===== src/rtl/dbg_cmd_pkg.sv =====
package dbg_cmd_pkg;
  localparam logic [6:0] ADDR_DATA0 = 7'h04;
  localparam logic [6:0] ADDR_STAT  = 7'h16;
  localparam logic [6:0] ADDR_CMD   = 7'h17;
  localparam logic [6:0] ADDR_AUTO  = 7'h18;
  localparam logic [6:0] ADDR_PBUF0 = 7'h20;

  localparam logic [2:0] ERR_NONE  = 3'd0;
  localparam logic [2:0] ERR_BUSY  = 3'd1;
  localparam logic [2:0] ERR_UNSUP = 3'd2;
  localparam logic [2:0] ERR_EXC   = 3'd3;
  localparam logic [2:0] ERR_STATE = 3'd4;
  localparam logic [2:0] ERR_OTHER = 3'd7;

  typedef struct packed {
    logic [15:0] regno;
    logic [2:0]  size;
    logic        postexec;
    logic        transfer;
    logic        write;
  } hart_op_t;
endpackage


===== src/rtl/dbg_cmd_decode.sv =====
module dbg_cmd_decode
  import dbg_cmd_pkg::*;
#(
  parameter int MAX_SIZE = 3
) (
  input  logic [31:0] cmd,
  output logic        supported,
  output hart_op_t    op
);
  logic [7:0] kind;
  logic       unused_rsv;

  assign kind        = cmd[31:24];
  assign unused_rsv  = cmd[23] ^ cmd[19];
  assign op.regno    = cmd[15:0];
  assign op.size     = cmd[22:20];
  assign op.postexec = cmd[18];
  assign op.transfer = cmd[17];
  assign op.write    = cmd[16];

  always_comb begin
    supported = (kind == 8'd0) && (op.size >= 3'd2) &&
                (int'(op.size) <= MAX_SIZE);
  end
endmodule


===== src/rtl/dbg_cmd_exec.sv =====
module dbg_cmd_exec
  import dbg_cmd_pkg::*;
(
  input  logic     clk,
  input  logic     rst_n,
  input  logic     launch,
  input  hart_op_t op_in,
  output logic     busy,
  output logic     req_valid,
  input  logic     req_ready,
  output hart_op_t op_out,
  input  logic     rsp_valid,
  output logic     done
);
  typedef enum logic [1:0] {EX_IDLE, EX_REQ, EX_WAIT} ex_state_e;
  ex_state_e state_q;
  hart_op_t  op_q;

  always_ff @(posedge clk or negedge rst_n) begin
    if (!rst_n) begin
      state_q <= EX_IDLE;
      op_q    <= '0;
    end else begin
      case (state_q)
        EX_IDLE: if (launch) begin
          state_q <= EX_REQ;
          op_q    <= op_in;
        end
        EX_REQ:  if (req_ready) state_q <= EX_WAIT;
        EX_WAIT: if (rsp_valid) state_q <= EX_IDLE;
        default: state_q <= EX_IDLE;
      endcase
    end
  end

  assign busy      = (state_q != EX_IDLE);
  assign req_valid = (state_q == EX_REQ);
  assign op_out    = op_q;
  assign done      = (state_q == EX_WAIT) && rsp_valid;

  // request and operands hold until accepted
  a_r2_req_hold: assert property (@(posedge clk) disable iff (!rst_n)
    req_valid && !req_ready |=> req_valid && $stable(op_out));
  // busy only drops after a response
  a_r2_busy_until_rsp: assert property (@(posedge clk) disable iff (!rst_n)
    busy && !rsp_valid |=> busy);
  // one request per launch
  a_r2_single_req: assert property (@(posedge clk) disable iff (!rst_n)
    req_valid && req_ready |=> !req_valid);
endmodule


===== src/rtl/dbg_cmd_seq.sv =====
module dbg_cmd_seq
  import dbg_cmd_pkg::*;
#(
  parameter int DATA_N   = 2,
  parameter int PROG_N   = 8,
  parameter int MAX_SIZE = 3
) (
  input  logic        clk,
  input  logic        rst_n,
  input  logic [6:0]  reg_addr,
  input  logic        reg_wr,
  input  logic        reg_rd,
  input  logic [31:0] reg_wdata,
  output logic [31:0] reg_rdata,
  output logic        hart_req_valid,
  input  logic        hart_req_ready,
  output logic [15:0] hart_regno,
  output logic [2:0]  hart_size,
  output logic        hart_postexec,
  output logic        hart_transfer,
  output logic        hart_write,
  output logic [31:0] hart_arg,
  input  logic        hart_rsp_valid,
  input  logic [1:0]  hart_rsp_code,
  input  logic [31:0] hart_rsp_data
);
  localparam int PBUF_LSB = 16;

  function automatic logic [31:0] mask_valid_bits();
    logic [31:0] m = '0;
    for (int i = 0; i < DATA_N; i++) m[i] = 1'b1;
    for (int j = 0; j < PROG_N; j++) m[PBUF_LSB + j] = 1'b1;
    return m;
  endfunction
  localparam logic [31:0] MASK_VALID = mask_valid_bits();

  logic [31:0] data_q [DATA_N];
  logic [31:0] cmd_q;
  logic [31:0] mask_q;
  logic [2:0]  err_q;

  logic [DATA_N-1:0] data_sel;
  logic [PROG_N-1:0] pbuf_sel;
  logic access, is_cmd, is_stat, is_auto, data_hit, auto_hit;

  for (genvar i = 0; i < DATA_N; i++) begin : g_dsel
    assign data_sel[i] = (reg_addr == ADDR_DATA0 + 7'(i));
  end
  for (genvar j = 0; j < PROG_N; j++) begin : g_psel
    assign pbuf_sel[j] = (reg_addr == ADDR_PBUF0 + 7'(j));
  end

  assign access   = reg_wr || reg_rd;
  assign is_cmd   = (reg_addr == ADDR_CMD);
  assign is_stat  = (reg_addr == ADDR_STAT);
  assign is_auto  = (reg_addr == ADDR_AUTO);
  assign data_hit = |data_sel;
  assign auto_hit = access && (|(data_sel & mask_q[DATA_N-1:0]) ||
                               |(pbuf_sel & mask_q[PBUF_LSB +: PROG_N]));

  // decode and execution
  logic        busy, done, supported, launch_req, launch;
  logic [31:0] dec_word;
  hart_op_t    dec_op, cur_op;

  assign launch_req = (reg_wr && is_cmd) || auto_hit;
  assign dec_word   = (reg_wr && is_cmd) ? reg_wdata : cmd_q;
  assign launch     = launch_req && !busy && (err_q == ERR_NONE) && supported;

  dbg_cmd_decode #(.MAX_SIZE(MAX_SIZE)) u_decode (
    .cmd(dec_word), .supported(supported), .op(dec_op)
  );

  dbg_cmd_exec u_exec (
    .clk(clk), .rst_n(rst_n), .launch(launch), .op_in(dec_op),
    .busy(busy), .req_valid(hart_req_valid), .req_ready(hart_req_ready),
    .op_out(cur_op), .rsp_valid(hart_rsp_valid), .done(done)
  );

  assign hart_regno    = cur_op.regno;
  assign hart_size     = cur_op.size;
  assign hart_postexec = cur_op.postexec;
  assign hart_transfer = cur_op.transfer;
  assign hart_write    = cur_op.write;
  assign hart_arg      = data_q[0];

  // error field: first error sticks, cleared bitwise by write-one
  logic [2:0] rsp_err;
  always_comb begin
    case (hart_rsp_code)
      2'd1:    rsp_err = ERR_EXC;
      2'd2:    rsp_err = ERR_STATE;
      2'd3:    rsp_err = ERR_OTHER;
      default: rsp_err = ERR_NONE;
    endcase
  end

  always_ff @(posedge clk or negedge rst_n) begin
    if (!rst_n) begin
      err_q <= ERR_NONE;
    end else if (err_q == ERR_NONE) begin
      if (busy && ((reg_wr && is_cmd) || (access && data_hit)))
        err_q <= ERR_BUSY;
      else if (done)
        err_q <= rsp_err;
      else if (launch_req && !busy && !supported)
        err_q <= ERR_UNSUP;
    end else if (reg_wr && is_stat) begin
      err_q <= err_q & ~reg_wdata[10:8];
    end
  end

  always_ff @(posedge clk or negedge rst_n) begin
    if (!rst_n) begin
      cmd_q  <= '0;
      mask_q <= '0;
    end else begin
      if (reg_wr && is_cmd && !busy && err_q == ERR_NONE) cmd_q <= reg_wdata;
      if (reg_wr && is_auto) mask_q <= reg_wdata & MASK_VALID;
    end
  end

  for (genvar i = 0; i < DATA_N; i++) begin : g_data
    always_ff @(posedge clk or negedge rst_n) begin
      if (!rst_n) begin
        data_q[i] <= '0;
      end else if (reg_wr && data_sel[i] && !busy) begin
        data_q[i] <= reg_wdata;
      end else if (i == 0 && done && hart_rsp_code == 2'd0 &&
                   cur_op.transfer && !cur_op.write) begin
        data_q[i] <= hart_rsp_data;
      end
    end
  end

  always_comb begin
    reg_rdata = '0;
    if (is_stat) begin
      reg_rdata[28:24] = 5'(PROG_N);
      reg_rdata[12]    = busy;
      reg_rdata[10:8]  = err_q;
      reg_rdata[3:0]   = 4'(DATA_N);
    end else if (is_cmd) begin
      reg_rdata = cmd_q;
    end else if (is_auto) begin
      reg_rdata = mask_q;
    end else begin
      for (int i = 0; i < DATA_N; i++)
        if (data_sel[i]) reg_rdata = data_q[i];
    end
  end

  // busy never starts while an error is latched
  a_r4_no_start_on_err: assert property (@(posedge clk) disable iff (!rst_n)
    $rose(busy) |-> $past(err_q) == ERR_NONE);
  // command write while busy flags a conflict
  a_r3_busy_conflict: assert property (@(posedge clk) disable iff (!rst_n)
    reg_wr && is_cmd && busy && err_q == ERR_NONE |=> err_q == ERR_BUSY);
  // a latched error only changes through a status write
  a_r5_sticky: assert property (@(posedge clk) disable iff (!rst_n)
    err_q != ERR_NONE && !(reg_wr && is_stat) |=> err_q == $past(err_q));
  // an unsupported command never reaches the hart
  a_r7_unsup_idle: assert property (@(posedge clk) disable iff (!rst_n)
    launch_req && !busy && err_q == ERR_NONE && !supported |=> !busy);
endmodule


===== config.mk =====
export PLATFORM = sky130hd
export DESIGN_NAME = dbg_cmd_seq
export DESIGN_NICKNAME = d
export VERILOG_FILES = /design/src/rtl/dbg_cmd_pkg.sv /design/src/rtl/dbg_cmd_decode.sv /design/src/rtl/dbg_cmd_exec.sv /design/src/rtl/dbg_cmd_seq.sv
export SDC_FILE = /design/constraint.sdc
export NUM_CORES = 1
export LEC_CHECK = 0
export ABC_CLOCK_PERIOD_IN_PS = 2700
export BUFFER_PORTS_ARGS = -buffer_cell sky130_fd_sc_hd__buf_4
export CELL_PAD_IN_SITES_DETAIL_PLACEMENT = 1
export CELL_PAD_IN_SITES_GLOBAL_PLACEMENT = 2
export CORE_ASPECT_RATIO = 0.7
export CORE_MARGIN = 10
export CORE_UTILIZATION = 34
export CTS_BUF_LIST = sky130_fd_sc_hd__clkbuf_16
export DETAILED_ROUTE_END_ITERATION = 7
export PLACE_DENSITY = 0.83
export SLEW_MARGIN = 20
export SYNTH_ARGS = -nofsm -noshare
export SYNTH_HDL_FRONTEND = slang
export SYNTH_SLANG_ARGS = --single-unit

===== constraint.sdc =====
create_clock -name clk -period 2.7 [get_ports clk]
set_clock_uncertainty 0.05 [all_clocks]
set_input_delay 0.54 -clock clk [delete_from_list [all_inputs] [get_ports clk]]
set_output_delay 0.54 -clock clk [all_outputs]
set_load 0.05 [all_outputs]

Word-level counts from Yosys, hierarchy flattened
Index checks and enable logic that the tools add are counted.
{ "word_totals": {"input_bits": 79, "wordCells": 106, "register_bits": 133, "output_inout_bits": 87} }
{ "classes": {"bitwise_logic": 4, "n_mux": 25, "reduce_logical": 42, "eq_ne": 22, "magnitude_cmp": 2} }
{ "ops": {"columns": ["operator", "count"], "rows": [
  ["32-bit two-way mux", 7],
  ["7-bit by 6-bit == test with 1-bit output (second input constant)", 8],
  ["1-bit logical AND", 22],
  ["7-bit by 5-bit == test with 1-bit output (second input constant)", 3],
  ["3-bit two-way mux", 7],
  ["7-bit by 3-bit == test with 1-bit output (second input constant)", 2],
  ["11-bit two-way mux", 1],
  ["3-bit case mux with 3 select lines", 1],
  ["8-bit AND", 1],
  ["8-bit logical NOT", 1],
  ["4-bit two-way mux", 2],
  ["8-bit OR reduction", 1],
  ["2-bit == test (second input constant)", 3],
  ["2-bit two-way mux", 3],
  ["2-bit case mux with 3 select lines", 1],
  ["2-bit nonzero test", 3],
  ["5-bit two-way mux", 1],
  ["2-bit by 1-bit == test with 1-bit output (second input constant)", 2],
  ["2-bit logical NOT", 2],
  ["1-bit logical OR", 4],
  ["2-bit != test (second input constant)", 2],
  ["4-bit by 2-bit != test with 1-bit output (second input constant)", 1],
  ["2-bit AND reduction", 2],
  ["2-bit OR reduction", 2],
  ["10 further kinds", 13]
]} }

Longest topological paths before layout
Gate-level depths: netlist of run 1.
{ "depth": {"ltp_word": 12, "depth_mapped": 8, "mapped_depth_nobuf": 5} }

Hierarchy
A second synthesis of run 1 with hierarchy kept.
{ "hier_totals": {"hier_cells": 638, "area_unflattened_um2": 7402.1} }
{ "by_module_without_submodules": {"columns": ["mod", "seq_area_each_um2", "instances", "cells_per_inst", "area_per_inst_um2"], "rows": [
  ["dbg_cmd_seq", 2727.6, 1, 555, 6263.5],
  ["dbg_cmd_exec", 600.6, 1, 58, 943.4],
  ["dbg_cmd_decode", 0.0, 1, 25, 195.2]
]} }

Worst setup path after synthesis of run 1
Ideal clock, no wire load.
{ "synth_timing": {"path_kind": "input -> output", "start": "in reg_addr[4]", "end": "out reg_rdata[27]", "path_buffers": 3, "slack_ns": -0.617, "path_stages": 7, "t_required_ns": 2.110, "arrival_ns": 2.727, "cell_sequence": "nor3_1 -> and2_1 -> buf_2 -> buf_2 -> buf_2 -> a21oi_1 -> o21ai_0"} }
{ "synth_via": {"elab_chain_len": 6, "elab_cells_between_ends": 10, "cone_classes": "eq/ne (5); mux (5)"} }
{ "synth_lines": {"columns": ["item", "line_no", "source"], "rows": [
  ["start: declaration", "dbg_cmd_seq.sv:10", "input logic [6:0] reg_addr,"],
  ["7-bit by 3-bit == test with 1-bit output", "dbg_cmd_seq.sv:47", "assign data_sel[i] = (reg_addr == ADDR_DATA0 + 7'(i));"],
  ["32-bit two-way mux (2 in series)", "dbg_cmd_seq.sv:149", "if (data_sel[i]) reg_rdata = data_q[i];"],
  ["32-bit two-way mux", "dbg_cmd_seq.sv:145", "end else if (is_auto) begin"],
  ["32-bit two-way mux", "dbg_cmd_seq.sv:143", "end else if (is_cmd) begin"],
  ["5-bit two-way mux *", "dbg_cmd_seq.sv:138", "if (is_stat) begin"],
  ["end: declaration", "dbg_cmd_seq.sv:14", "output logic [31:0] reg_rdata,"]
]} }
Mark *: on every way between the ends. The rest lies on a longest branch, timed or not.

Final worst setup path of run 1
{ "layout_timing": {"start": "in reg_addr[5]", "end": "out reg_rdata[7]"} }
{ "layout_via": {"elab_chain_len": 6, "elab_cells_between_ends": 10, "cone_classes": "eq/ne (5); mux (5)"} }
{ "layout_lines": {"columns": ["item", "line_no"], "rows": [
  ["7-bit by 3-bit == test with 1-bit output", "dbg_cmd_seq.sv:47"],
  ["32-bit two-way mux (2 in series)", "dbg_cmd_seq.sv:149"],
  ["32-bit two-way mux", "dbg_cmd_seq.sv:145"],
  ["32-bit two-way mux", "dbg_cmd_seq.sv:143"],
  ["4-bit two-way mux *", "dbg_cmd_seq.sv:138"]
]} }
Marks and branches as above.

==> results of run 1 <==
-- how the worst max path moves through the flow --
stage                           start             to  slack [ns]  cells past startpoint
after global placement    reg_addr[0]  reg_rdata[16]        0.08                      7
final                     reg_addr[5]   reg_rdata[7]        0.07                      9
after CTS                 reg_addr[5]  reg_rdata[28]        0.03                      8
after detailed placement  reg_addr[5]   reg_rdata[9]        0.04                      7
after global routing      reg_addr[5]  reg_rdata[28]       0.001                      9
after floorplan           reg_addr[4]  reg_rdata[27]       -0.24                      7
-- power groups by stage --
stage / clock network [µW] / logic, µW / registers [µW]
2_1_floorplan: 0 / 536 / 2200
3_3_place_gp: 0 / 755 / 2220
3_5_place_dp: 0 / 777 / 2230
4_1_cts: 2530 / 781 / 2200
5_1_grt: 2620 / 824 / 2210
6_report: 2480 / 771 / 2200
-- sequential cells by signal, indices dropped and copies added, names as in the netlist --
signal and cells:
cmd_q 32, data_q 32, err_q 3, hart_arg 32
mask_q 10, u_exec.op_out 22, u_exec.state_q 2
-- metrics by stage --
stage          hold WS (ns)   util  cell area [µm²]  worst slack, ns
2_1_floorplan         0.194      -             7130           -0.239
3_3_place_gp          0.410  0.430             8600           0.0823
3_5_place_dp          0.417  0.430             8600           0.0437
4_1_cts              0.0318  0.461             9230           0.0323
5_1_grt              0.0445  0.464             9300          0.00142
6_report             0.0175  0.464             9300           0.0711
-- per-layer routing --
layer | track usage | routed length [µm] | up-vias
li1 | - | - | 2514
met1 | 0.219 | 10800 | 2743
met2 | 0.267 | 10600 | 154
met3 | 0.0518 | 1300 | 19
met4 | 0.0447 | 237 | 0
met5 | 0 | 0 | -
-- cell families after synthesis --
family / Yosys count / share of synthesized area
and+or+nand+nor: 136 / 0.0932
buffers and inverters: 80 / 0.0638
DFF: 133 / 0.477
AOI/OAI and AO/OA: 118 / 0.108
muxes: 156 / 0.258
-- cells in the final DEF, fill, tap and decap left out, types with 5 or more instances in the layout --
| cell | instances |
|---|---|
| sky130_fd_sc_hd__a21oi_1 | 37 |
| sky130_fd_sc_hd__a221oi_1 | 7 |
| sky130_fd_sc_hd__a22o_1 | 18 |
| sky130_fd_sc_hd__a22oi_1 | 11 |
| sky130_fd_sc_hd__buf_12 | 6 |
| sky130_fd_sc_hd__buf_4 | 187 |
| sky130_fd_sc_hd__buf_6 | 5 |
| sky130_fd_sc_hd__clkbuf_16 | 17 |
| sky130_fd_sc_hd__dfrtp_1 | 133 |
| sky130_fd_sc_hd__inv_1 | 6 |
| sky130_fd_sc_hd__mux2_2 | 105 |
| sky130_fd_sc_hd__mux2_4 | 17 |
| sky130_fd_sc_hd__mux2i_1 | 32 |
| sky130_fd_sc_hd__nand2_1 | 41 |
| sky130_fd_sc_hd__nand2_2 | 8 |
| sky130_fd_sc_hd__nand3_1 | 10 |
| sky130_fd_sc_hd__nor2_1 | 43 |
| sky130_fd_sc_hd__o21ai_0 | 5 |
| sky130_fd_sc_hd__o21ai_2 | 16 |
-- cells in the mapped netlist, types with 2 or more instances --
library cell / number
sky130_fd_sc_hd__buf_4: 32
sky130_fd_sc_hd__a21oi_1: 43
sky130_fd_sc_hd__nand2_1: 49
sky130_fd_sc_hd__nor3_1: 4
sky130_fd_sc_hd__a2bb2oi_1: 2
sky130_fd_sc_hd__nor2b_1: 2
sky130_fd_sc_hd__clkbuf_1: 24
sky130_fd_sc_hd__nand4b_1: 3
sky130_fd_sc_hd__nor4b_1: 3
sky130_fd_sc_hd__or2_2: 2
sky130_fd_sc_hd__nand3_1: 11
sky130_fd_sc_hd__nand4_1: 2
sky130_fd_sc_hd__buf_6: 2
sky130_fd_sc_hd__inv_1: 6
sky130_fd_sc_hd__buf_2: 8
sky130_fd_sc_hd__mux2_2: 105
sky130_fd_sc_hd__a22o_1: 18
sky130_fd_sc_hd__nor2_1: 44
sky130_fd_sc_hd__o21ai_0: 23
sky130_fd_sc_hd__a22oi_1: 11
sky130_fd_sc_hd__and4b_1: 2
sky130_fd_sc_hd__mux2i_1: 32
sky130_fd_sc_hd__a31oi_1: 4
sky130_fd_sc_hd__and2_1: 2
sky130_fd_sc_hd__dfrtp_1: 133
sky130_fd_sc_hd__a221oi_1: 7
sky130_fd_sc_hd__nor3b_1: 2
sky130_fd_sc_hd__buf_1: 8
sky130_fd_sc_hd__mux4_2: 2
sky130_fd_sc_hd__mux2_4: 17
-- timing repair --
item                                    in CTS  in global routing
endpoints found under the setup margin       0                 19
resized for setup                            0                  8
buffers inserted                             0                  4
endpoints found under the hold margin        0                  0
-- final cells by class --
class | count | area (µm²) | area share
Multi-Input combinational cell | 410 | 3380 | 0.363
Tap cell | 270 | 338 | 0.0363
Sequential cell | 133 | 3330 | 0.358
Clock inverter | 15 | 204 | 0.0219
Timing Repair Buffer | 200 | 1600 | 0.172
Clock buffer | 17 | 425 | 0.0458
Inverter | 6 | 22.5 | 0.00242
==> results.md, run 1 <==
- CTS H-tree lvls: 4
- Initial antenna violation count: 0
- Via count: 5430
- Type of the tightest min-delay check: in2async
- Port bufs: 165
- Number of unique standard cell types used by synthesis: 50
- CP Data Arrival Time: 2.04 ns
- Category of the most critical setup path: in2out
- Maximum capacitance violations: 0
- Run status: complete, no violations
- Minimum clock period after layout: 2.63 ns
- Unrepaired setup endpoints after global routing: false
- Largest net degree at the start of global routing: 56
- Clock group share of total power: 0.455
- First-iteration detailed-routing DRC count: 231
- CTS clk-pin slew, worst paths: 0.07 ns
- Area leader, netlist: sky130_fd_sc_hd__dfrtp_1
- Comb power frac: 0.141
- Layout cell share with drive strength beyond 1: 0.508
- Wire length per cell: 21.8 µm
- Total leakage power: 0.00472 µW
- DP Cell Count: 1014
- Hold buffer count at CTS: 0
- Number of cells in the finished layout apart from fillers: 1051
- Synthesis Warnings: 0
- Crit path largest cell delay: 0.26 ns
- Psw: 1490 µW
- Synth top area cells: sky130_fd_sc_hd__dfrtp_1 48%, sky130_fd_sc_hd__mux2_2 17%, sky130_fd_sc_hd__mux2i_1 4.6%, sky130_fd_sc_hd__mux2_4 3.7%, sky130_fd_sc_hd__buf_4 3.4%
- Clk Tree Root Cell: sky130_fd_sc_hd__clkbuf_16
- I/O pin count: 166
- Power density over the cells: 586 nW/µm²
- Measured slew at the worst slew-check pin: 0.557 ns
- Vias in the first global route: 6156
- Clock sink count: 133
- DP HPWL: 16.7 mm
- Crit-path leading delay family: buffers and inverters
- Flip-flop and latch count after synthesis: 133
- Last weighted congestion value of the routability-driven placer: 0.818
- Cell type with the highest occurrence count on the critical path: sky130_fd_sc_hd__buf_4
- Critical R2R Capture: u_exec.op_out[8]
- Worst r2r src: cmd_q[30]
- Startpoint types: input port
- Wire length of the first global-routing pass: 35.9 mm
- Slew margin rel.: 0.629
- Buffers plus inverters on the worst setup path: 4
- Total global routing overflow: 0
- Sum of negative setup slack: 0 ns
- Number of inserted filler cells in the final layout: 2171
- TritonCTS clock tree: yes
- Share of Yosys cell area claimed by the top area cell type: 0.477
- Bufs on Longest Clock Path: 2
- Required time of the critical path: 2.11 ns
- DRT Wirelength: 22.9 mm
- Drt drc: 0
- Critical-path top delay cell: sky130_fd_sc_hd__nand4bb_1
- Syn Area/Cell: 11.2 µm²
- Average vias per placed instance: 5.17
- Syn_nets: 702
- Final Cycle Share: 0.974
- Antenna diode instance count: 0
- 1st-pass router iterations: 4
- Final Hold Vio Count: 0
- Proportion of power drawn by flip-flops and latches: 0.403
- Layout Nets: 847
- TritonCTS buffer count: 17
- Insertion delay to the later sink of the worst-skew pair: 0.42 ns
- Post-synth EDFFs: 0
- Part of the Yosys area used for sequential elements: 0.477
- Final setup vio count: 0
- Overall routing resource usage: 0.169
- Critical path peak fanout: 17
- Post-synthesis instance area: 6980 µm²
- Syn-to-layout area delta: 33.1%
- Number of cell instances on the worst register-to-register path: 6
- Sw Share: 0.274
- Int Power: 3960 µW
- Instance count of the mapped netlist: 623
- Core box area: 20000 µm²
- Die Height: 140 µm
- Timing-limited maximum frequency: 380 MHz
- Critical Path End Type: output port
- Ys async rst share: 1.00
- Peak supply drop: 0.283 mV
- Most common flop cell mapped by yosys: sky130_fd_sc_hd__dfrtp_1
- Max-slew violation count: 0
- Reg2Reg Setup Slack: 0.55 ns
- DRT antenna net count: 0
- Die Area: 26800 µm²
- PnR Total Power: 5450 µW
- Initial core utilization: 0.349
- X dimension of the die: 191 µm
- Cell chain of the critical path: buf_4, nand4bb_1, nor3b_4, buf_4, buf_8, a22o_1, nand2_1, o21ai_2, buf_4
- Site Rows: 43
(Power assumes the default switching activity.)
==> run 2, diff against run 1 <==
Settings changed: CORE_MARGIN 10 to 5, CORE_UTILIZATION 34 to 35, CTS_CLUSTER_DIAMETER from default to 150, PLACE_DENSITY 0.83 to 0.84, SYNTH_HIERARCHICAL from default to 1.
==> results.md, run 2 <==
- Drt drc: 0 (unchanged)
- Clk Tree Root Cell: sky130_fd_sc_hd__clkbuf_16
- Antenna diode instance count: 0 (unchanged)
- Wire length of the first global-routing pass: 37.5 mm (+4.2%)
- Layout Nets: 880 (+3.9%)
- Critical path peak fanout: 5 (-12)
- Die Area: 24100 µm² (-9.8%)
- DP Worst Slack: -1.15 ns (-1.19 ns)
- CTS H-tree lvls: 4 (unchanged)
- Cell chain of the critical path: buf_4, nand2_1, nor4_4, buf_6, buf_12, mux2_4, or4_4, nor4_4, and3_1, nor3b_4, buf_6, buf_8, buf_16, mux2_4
- I/O pin count: 166 (unchanged)
- Initial core utilization: 0.356 (+0.00672)
- Crit path largest cell delay: 0.55 ns (+0.29 ns)
- Total leakage power: 0.00490 µW (+3.8%)
- Port bufs: 165 (unchanged)
- DRT Wirelength: 23.9 mm (+4.2%)
- Site Rows: 44 (+2.3%)
- Layout cell share with drive strength beyond 1: 0.539 (+0.0310)
- Average vias per placed instance: 5.15 (-0.26%)
- Proportion of power drawn by flip-flops and latches: 0.410 (+0.007)
- Post-synthesis instance area: 7380 µm² (+5.7%)
- Wire length per cell: 21.9 µm (+0.50%)
- Largest net degree at the start of global routing: 68 (+21%)
- Last weighted congestion value of the routability-driven placer: 0.828 (+1.2%)
- First-iteration detailed-routing DRC count: 277 (+20%)
- TritonCTS buffer count: 17 (unchanged)
- Worst setup slack after layout: -0.630 ns (-0.701 ns)
- Clock group share of total power: 0.420 (-0.035)
- Crit-path leading delay family: simple AND/OR/NAND/NOR gates
- Multi-input gate area in the final layout: 3890 µm² (+15%)
- Unrepaired setup endpoints after global routing: true
- Power density over the cells: 533 nW/µm² (-9.0%)
- Syn-to-layout area delta: 41.9%
- Initial antenna violation count: 0 (unchanged)
- Required time of the critical path: 2.95 ns (+0.84 ns)
- Most used cells in the layout excluding fill and tap cells: 172 x sky130_fd_sc_hd__buf_4, 133 x sky130_fd_sc_hd__dfrtp_1, 96 x sky130_fd_sc_hd__mux2_1
- Final setup vio count: 55 (+55)
- Clock sink count: 133 (unchanged)
- Final cell area excluding filler cells: 10500 µm² (+13%)
- Insertion delay to the later sink of the worst-skew pair: 0.42 ns (about the same)
- Vias in the first global route: 6351 (+3.2%)
- 1st-pass router iterations: 4 (unchanged)
- Via count: 5617 (+3.4%)
- CTS clk-pin slew, worst paths: 0.06 ns (about the same)
- Worst r2r src: cmd_q[24]
- Most common library cell in the layout ignoring fill and taps: sky130_fd_sc_hd__buf_4
- Peak supply drop: 0.389 mV (+38%)
- Run status: complete, but fails checks
- DP Cell Count: 1040 (+2.6%)
- Final Cycle Share: 1.23 (+0.260)
- Maximum capacitance violations: 0 (unchanged)
- Critical R2R Capture: u_exec/op_out[2]
- Minimum clock period after layout: 3.33 ns (+0.701 ns)
- Bufs on Longest Clock Path: 2 (unchanged)
- X dimension of the die: 184 µm (-4.0%)
- TritonCTS clock tree: yes
- Final Hold Vio Count: 0 (unchanged)
- FF+latch area: 3330 µm² (unchanged)
- DP HPWL: 16.9 mm (+1.0%)
- Number of cell instances on the worst register-to-register path: 9 (+3)
- Syn Area/Cell: 11.6 µm² (+3.5%)
- Sw Share: 0.287 (+0.0134)
- Logic depth of the worst setup path including buffers: 14 (+5)
- DRT antenna net count: 0 (unchanged)
- Category of the most critical setup path: in2reg
- Number of cells in the finished layout apart from fillers: 1090 (+3.7%)
- Violated checks: setup timing
- Type of the tightest min-delay check: in2async
- CP Data Arrival Time: 3.58 ns (+1.54 ns)
- Synthesis Warnings: 6 (+6)
- Core box area: 20800 µm² (+3.7%)
- Buffers plus inverters on the worst setup path: 6 (+2)
- Overall routing resource usage: 0.197 (+0.0277)
- Slew margin rel.: 0.516 (-0.112)
- Total global routing overflow: 0 (unchanged)
- Syn_nets: 715 (+1.9%)
- Instance count of the mapped netlist: 636 (+2.1%)
- Int Power: 3980 µW (+0.64%)
- Critical Path End Type: flop
- Critical-path top delay cell: sky130_fd_sc_hd__or4_4
- Reg2Reg Setup Slack: -0.09 ns (-0.64 ns)
- Comb power frac: 0.170 (+0.029)
- Startpoint types: input port
- Total cell area at the placement stage: 9140 µm² (+6.2%)
- Die Height: 131 µm (-6.0%)
- Psw: 1600 µW (+7.6%)
- Max-slew violation count: 0 (unchanged)
- Final core occ: 0.505 (+0.0402)
- Measured slew at the worst slew-check pin: 0.726 ns (+0.169 ns)
- Timing-limited maximum frequency: 300 MHz (-21%)
- Number of inserted filler cells in the final layout: 2128 (-2.0%)
-- run 2: layout make-up --
cell class	instances	share of cell area
timing repair buffer	241	0.221
sequential	133	0.318
inverter	2	0.000717
multi-input combinational	406	0.372
clock buffer	17	0.0406
clock inverter	15	0.0157
tap	276	0.0330
-- run 2: power groups by stage --
stage / clock [µW] / combinational (µW) / sequential, µW
2_1_floorplan: 0 / 667 / 2270
3_3_place_gp: 0 / 882 / 2300
3_5_place_dp: 0 / 912 / 2320
4_1_cts: 2370 / 955 / 2290
5_1_grt: 2470 / 1020 / 2310
6_report: 2350 / 952 / 2290
-- run 2: layer usage --
layer  vias to the layer above  track usage  wire, µm
met5                         -            0         0
met1                      2890        0.280     11300
met3                         9       0.0489      1390
met4                         0       0.0314       106
met2                       157        0.309     11100
li1                       2561            -         -
-- run 2: how the worst max path moves through the flow --
stage                      from                 to  slack (ns)
floorplan           reg_addr[6]   u_exec/op_out[0]       -1.07
detailed placement  reg_addr[6]  u_exec/op_out[12]       -1.15
CTS                 reg_addr[5]  u_exec/op_out[17]       -0.59
finish              reg_addr[4]   u_exec/op_out[2]       -0.63
global placement    reg_addr[6]  u_exec/op_out[16]       -1.08
global route        reg_addr[4]   u_exec/op_out[2]       -0.72
-- run 2: repair_timing --
item                       in CTS  in global routing
pin swaps                      34                  7
gates resized for setup       128                 14
setup endpoints to repair      56                 55
gates cloned                    6                  0
hold buffers                    0                  0
buffers inserted               13                  5
-- run 2: through the flow --
step                      hold slack (ns)  total power, µW  setup TNS, ns
after floorplan                     0.194             2930         -24.25
after global placement              0.373             3180         -32.90
after detailed placement            0.412             3230         -36.32
after CTS                           0.105             5610         -16.56
after global routing                0.129             5800         -28.25
final                              0.0751             5590         -24.46
-- run 2: worst reg2reg max path, delay by kind of cell, from the launching register on --
kind	cells	cell delay, ns
AND/OR/NAND/NOR	4	1.23
flip-flops	1	0.42
multiplexers	2	0.58
buffers and inverters	3	0.38
